$ cat config.mk
export PLATFORM = sky130hd
export DESIGN_NAME = mac_unit
export DESIGN_NICKNAME = d
export VERILOG_FILES = /design/src/rtl/mac_pkg.sv /design/src/rtl/mac_product.sv /design/src/rtl/mac_saturate.sv /design/src/rtl/mac_unit.sv
export SDC_FILE = /design/constraint.sdc
export NUM_CORES = 1
export LEC_CHECK = 0
export BUFFER_PORTS_ARGS = -buffer_cell sky130_fd_sc_hd__buf_2
export CAP_MARGIN = 30
export CORE_ASPECT_RATIO = 0.5
export CORE_MARGIN = 2
export CORE_UTILIZATION = 30
export CTS_CLUSTER_SIZE = 16
export DETAILED_ROUTE_END_ITERATION = 12
export HOLD_SLACK_MARGIN = 0.15
export PLACE_DENSITY = 0.44
export REMOVE_ABC_BUFFERS = 1
export SYNTH_ARGS = -nofsm -noshare
export SYNTH_HDL_FRONTEND = slang
export SYNTH_SLANG_ARGS = --single-unit
$ cat constraint.sdc
create_clock -name clk -period 21.4 [get_ports clk]
set_input_delay 4.28 -clock clk [delete_from_list [all_inputs] [get_ports clk]]
set_output_delay 4.28 -clock clk [all_outputs]
set_load 0.05 [all_outputs]
$ cat src/rtl/mac_pkg.sv
package mac_pkg;

    localparam int OPND_W = 16;
    localparam int ACCU_W = 40;

    typedef enum logic [1:0] {
        FMT_UFRAC = 2'd0,
        FMT_SFRAC = 2'd1,
        FMT_SINT  = 2'd2,
        FMT_SINT2 = 2'd3
    } fmt_e;

    typedef enum logic [1:0] {
        ACT_LOAD  = 2'd0,
        ACT_ADD   = 2'd1,
        ACT_SUB   = 2'd2,
        ACT_LOAD2 = 2'd3
    } act_e;

    function automatic logic is_unsigned(input fmt_e f);
        return f == FMT_UFRAC;
    endfunction

endpackage

$ cat src/rtl/mac_product.sv
module mac_product
    import mac_pkg::*;
#(
    parameter int OP_W  = OPND_W,
    parameter int ACC_W = ACCU_W
) (
    input  logic [OP_W-1:0]  opa,
    input  logic [OP_W-1:0]  opb,
    input  fmt_e             fmt,
    output logic [ACC_W-1:0] ext_prod
);
    localparam int PW  = 2 * OP_W;
    localparam int EXT = ACC_W - PW;
    localparam logic [OP_W-1:0] MOST_NEG = {1'b1, {(OP_W-1){1'b0}}};
    localparam logic [PW-1:0]   FRAC_MAX = {1'b0, {(PW-1){1'b1}}};

    logic [PW-1:0]        u_raw;
    logic signed [PW-1:0] s_raw;
    logic [PW-1:0]        frac_p;
    logic                 corner;

    assign u_raw  = opa * opb;
    assign s_raw  = $signed(opa) * $signed(opb);
    assign corner = (opa == MOST_NEG) && (opb == MOST_NEG);
    assign frac_p = corner ? FRAC_MAX : {s_raw[PW-2:0], 1'b0};

    always_comb begin
        case (fmt)
            FMT_UFRAC: ext_prod = {{EXT{1'b0}}, u_raw};
            FMT_SFRAC: ext_prod = {{EXT{frac_p[PW-1]}}, frac_p};
            default:   ext_prod = {{EXT{s_raw[PW-1]}}, s_raw};
        endcase
    end
endmodule

$ cat src/rtl/mac_saturate.sv
module mac_saturate
    import mac_pkg::*;
#(
    parameter int ACC_W = ACCU_W,
    parameter int GUARD = 2
) (
    input  logic [ACC_W-1:0] acc_in,
    input  logic [ACC_W-1:0] prod_in,
    input  fmt_e             fmt,
    input  act_e             act,
    output logic [ACC_W-1:0] res,
    output logic             clip
);
    localparam int WIDE = ACC_W + GUARD;

    localparam logic signed [WIDE-1:0] U_HI = {{GUARD{1'b0}}, {ACC_W{1'b1}}};
    localparam logic signed [WIDE-1:0] U_LO = '0;
    localparam logic signed [WIDE-1:0] S_HI = {{(GUARD+1){1'b0}}, {(ACC_W-1){1'b1}}};
    localparam logic signed [WIDE-1:0] S_LO = {{(GUARD+1){1'b1}}, {(ACC_W-1){1'b0}}};

    logic signed [WIDE-1:0] acc_w, prod_w, sum_w, hi, lo;
    logic                   uns;

    assign uns    = is_unsigned(fmt);
    assign acc_w  = uns ? {{GUARD{1'b0}}, acc_in}  : {{GUARD{acc_in[ACC_W-1]}}, acc_in};
    assign prod_w = uns ? {{GUARD{1'b0}}, prod_in} : {{GUARD{prod_in[ACC_W-1]}}, prod_in};
    assign hi     = uns ? U_HI : S_HI;
    assign lo     = uns ? U_LO : S_LO;

    always_comb begin
        case (act)
            ACT_ADD: sum_w = acc_w + prod_w;
            ACT_SUB: sum_w = acc_w - prod_w;
            default: sum_w = prod_w;
        endcase
        if (sum_w > hi) begin
            res  = hi[ACC_W-1:0];
            clip = 1'b1;
        end else if (sum_w < lo) begin
            res  = lo[ACC_W-1:0];
            clip = 1'b1;
        end else begin
            res  = sum_w[ACC_W-1:0];
            clip = 1'b0;
        end
    end
endmodule

$ cat src/rtl/mac_unit.sv
module mac_unit
    import mac_pkg::*;
#(
    parameter int OP_W  = OPND_W,
    parameter int ACC_W = ACCU_W
) (
    input  logic             clk,
    input  logic             rst,
    input  logic             clr,
    input  logic             valid,
    input  logic [1:0]       mode,
    input  logic [1:0]       op,
    input  logic [OP_W-1:0]  a,
    input  logic [OP_W-1:0]  b,
    output logic [ACC_W-1:0] acc,
    output logic             ovf
);
    fmt_e             fmt;
    act_e             act;
    logic [ACC_W-1:0] ext_prod, next_acc;
    logic             clip;
    logic [ACC_W-1:0] acc_q;
    logic             ovf_q;

    assign fmt = fmt_e'(mode);
    assign act = act_e'(op);

    mac_product #(.OP_W(OP_W), .ACC_W(ACC_W)) u_prod (
        .opa(a), .opb(b), .fmt(fmt), .ext_prod(ext_prod)
    );

    mac_saturate #(.ACC_W(ACC_W), .GUARD(2)) u_sat (
        .acc_in(acc_q), .prod_in(ext_prod), .fmt(fmt), .act(act),
        .res(next_acc), .clip(clip)
    );

    always_ff @(posedge clk) begin
        if (rst || clr) begin
            acc_q <= '0;
            ovf_q <= 1'b0;
        end else if (valid) begin
            acc_q <= next_acc;
            ovf_q <= ovf_q | clip;
        end
    end

    assign acc = acc_q;
    assign ovf = ovf_q;


    clear_zero_chk: assert property (@(posedge clk) disable iff (rst)
        clr |=> (acc_q == '0) && !ovf_q);


    idle_hold_chk: assert property (@(posedge clk) disable iff (rst)
        (!valid && !clr) |=> $stable(acc_q) && $stable(ovf_q));


    sticky_ovf_chk: assert property (@(posedge clk) disable iff (rst)
        (ovf_q && !clr) |=> ovf_q);


    clip_sets_ovf_chk: assert property (@(posedge clk) disable iff (rst)
        (valid && !clr && clip) |=> ovf_q);


    load_takes_prod_chk: assert property (@(posedge clk) disable iff (rst)
        (valid && !clr && (op == 2'd0 || op == 2'd3)) |=> acc_q == $past(ext_prod));
endmodule

==> Implementation_results.wiki <==
{| class="wikitable"
! Metric !! Value
|-
| CTS tree || yes
|-
| Max-slew violations || 0
|-
| Ports || 81
|-
| Synthesized instance count || 2,737
|-
| Iteration-0 DRC count of the detailed router || 1,391
|-
| # port buffers || 80
|-
| Period utilisation layout || 0.827
|-
| Area delta synth->final || 5.77%
|-
| Worst slack on hold paths || 0.525 ns
|-
| Via Count || 18.9k
|-
| Total Wirelength || 74.2 mm
|-
| Post-synth top flop || dfxtp_1
|-
| Fill cell count || 8,154
|-
| Wire per inst || 20.0 µm
|-
| Setup clock skew after layout || 0.00576 ns
|-
| Maximum count of clock buffers along a single path || 2
|-
| Vias in the first global route || 19.7k
|-
| Min Clock Period, post-route || 17.71 ns
|-
| Crit-path max FO || 40
|-
| Fraction of registers with async set/reset || 0
|-
| Last weighted congestion value of the routability-driven placer || 0.901
|-
| First-pass DRT Iterations || 7
|-
| Type of the setup path with the least slack || input pin to flip-flop
|-
| Clock insertion delay at the later pin of the skew report || 0.32 ns
|-
| Final setup TNS || 0 ns
|-
| Delay contributed by the slowest stage of the critical path || 0.74 ns
|-
| Clock tree root driver cell || clkbuf_16
|-
| Final setup fails || 0
|-
| Number of distinct standard cells referenced by the synthesized netlist || 96
|-
| Count of state elements after synthesis || 41
|-
| Pre-CTS setup slack || 3.65 ns
|-
| YS warnings || 0
|-
| Hold/Removal Path Class || flip-flop to flip-flop
|-
| Syn Area/Cell || 8.28 µm²
|-
| Cts bufs inserted || 5
|-
| Number of design rule violations left after detail routing || 0
|-
| Total global-route track usage || 0.197
|-
| Most repeated library cell on the critical path || fa_1
|-
| Share of synthesized area occupied by flip-flops and latches || 0.0362
|-
| Critical Path Slowest Stage Cell || a221oi_1
|-
| Final setup margin || 3.69 ns
|-
| Total overflow reported by the global router || 0
|-
| Resize count post-CTS || 0
|-
| Endpoint arrival time on the critical path || 17.88 ns
|-
| Number of enable-type register cells in the synthesized netlist || 0
|-
| CTS Sinks || 41
|-
| Status || finished clean
|-
| Ratio of routed vias to standard cells || 5.10
|-
| Initial core utilization || 0.302
|-
| CTS clk-pin slew, worst paths || 0.07 ns
|-
| DIE AREA || 77,900 µm²
|-
| Transition time at the pin with the least slew margin || 1.26 ns
|-
| Pin count of the biggest net entering global routing || 49
|-
| Category of the worst setup path capture point || flip-flop
|-
| Worst slew margin || 0.157
|-
| Unrepaired setup endpoints after global routing || false
|-
| Maximum capacitance violations || 0
|-
| Max frequency || 56.5 MHz
|-
| First-pass GRT wire length || 119 mm
|-
| Standard-cell rows || 71
|-
| Fraction of final layout cells with drive strength greater than 1 || 0.0721
|-
| Net count reported at finish || 3,295
|-
| Number of levels the H-tree was split into || 2
|-
| Antenna diodes || 0
|-
| Endpoints failing hold || 0
|-
| Launching element type of the critical path || input pin
|-
| Required time at the worst-slack endpoint || 21.57 ns
|-
| Number of setup buffers added after CTS || 0
|-
| Vertical extent of the die || 198 µm
|-
| Placeable core region || 75,000 µm²
|-
| Post-DP HPWL || 62.1 mm
|-
| CTS Hold Bufs || 0
|-
| Total standard cell area after synthesis || 22,700 µm²
|-
| Chip Width || 393 µm
|-
| Post-route ant nets || 0
|-
| Initial antenna violation count || 1
|}
==> per-layer routing <==
layer	GRT usage	part of all wire	vias to the layer above
met1	0.304	0.51	9508
met2	0.301	0.43	486
met4	0.0268	0.011	0
met5	0	0	-
met3	0.0169	0.048	48
li1	-	-	8905
==> sequential cells by signal, summed over array words and instances (netlist names) <==
register and flops:
acc 40, ovf 1
==> area by class of cell <==
type | instances | area (µm²) | area share
clock buffers | 5 | 125 | 0.00522
clock inverters | 3 | 17.5 | 0.000731
inverters | 485 | 1820 | 0.0759
multi-input cells | 2059 | 19400 | 0.809
flip-flops and latches | 41 | 821 | 0.0342
well taps | 1022 | 1280 | 0.0533
repair buffers | 97 | 527 | 0.0220
==> cell usage in the layout (no fill, tap or decap), types with 31 or more instances in the layout <==
| cell | synthesis | final |
|---|---|---|
| inv_1 | 484 | 484 |
| o21ai_0 | 142 | 142 |
| a21o_1 | 33 | 33 |
| nand4_1 | 36 | 36 |
| dfxtp_1 | 41 | 41 |
| a31oi_4 | 30 | 31 |
| nand2_1 | 293 | 293 |
| ha_1 | 199 | 198 |
| xnor2_1 | 66 | 66 |
| and2_1 | 125 | 125 |
| nor2_1 | 115 | 114 |
| buf_2 | 17 | 79 |
| a21oi_1 | 147 | 147 |
| nand2b_1 | 31 | 31 |
| xor2_1 | 38 | 38 |
| fa_1 | 367 | 367 |
==> final timing paths <==
kind | start | end | slack [ns] | cells after the start
max | b[15] | acc[36] | 3.69 | 46
min | ovf | ovf | 0.53 | 2
max reg2reg | acc[1] | acc[36] | 15.28 | 21
min reg2reg | ovf | ovf | 0.53 | 2
==> worst max-delay path, delay by kind of cell <==
family	cells	cell delay, ns
compound gates	22	5.98
xor+xnor	2	0.31
fa+ha+maj	9	4.05
buf+inv	6	1.28
simple gates	7	1.81
==> stage by stage <==
step | std cells | instance area [µm²] | utilization
after floorplan | 2585 | 22000 | -
after global placement | 3703 | 23800 | 0.318
after detailed placement | 3704 | 23800 | 0.318
after CTS | 3712 | 24000 | 0.320
after global routing | 3712 | 24000 | 0.320
final | 3712 | 24000 | 0.320
==> cells in the mapped netlist (36+ instances only) <==
| master | n | share of area |
|---|---|---|
| a21oi_1 | 147 | 0.032 |
| and2_1 | 125 | 0.035 |
| clkbuf_1 | 118 | 0.020 |
| dfxtp_1 | 41 | 0.036 |
| fa_1 | 367 | 0.32 |
| ha_1 | 199 | 0.11 |
| inv_1 | 484 | 0.080 |
| nand2_1 | 293 | 0.049 |
| nand4_1 | 36 | 0.0099 |
| nor2_1 | 115 | 0.019 |
| o21ai_0 | 142 | 0.031 |
| xnor2_1 | 66 | 0.026 |
| xor2_1 | 38 | 0.015 |
==> kinds of logic after synthesis <==
family | Yosys count | synth area share
AOI/OAI and AO/OA | 610 | 0.199
xor gates and xnor gates | 104 | 0.0402
adders and majority gates | 566 | 0.434
buffers and inverters | 637 | 0.109
DFF | 41 | 0.0362
muxes | 28 | 0.0129
and+or+nand+nor | 751 | 0.168
Power is not shown: default switching activity piles up to over one toggle a cycle in this logic, so the estimate is an artifact.
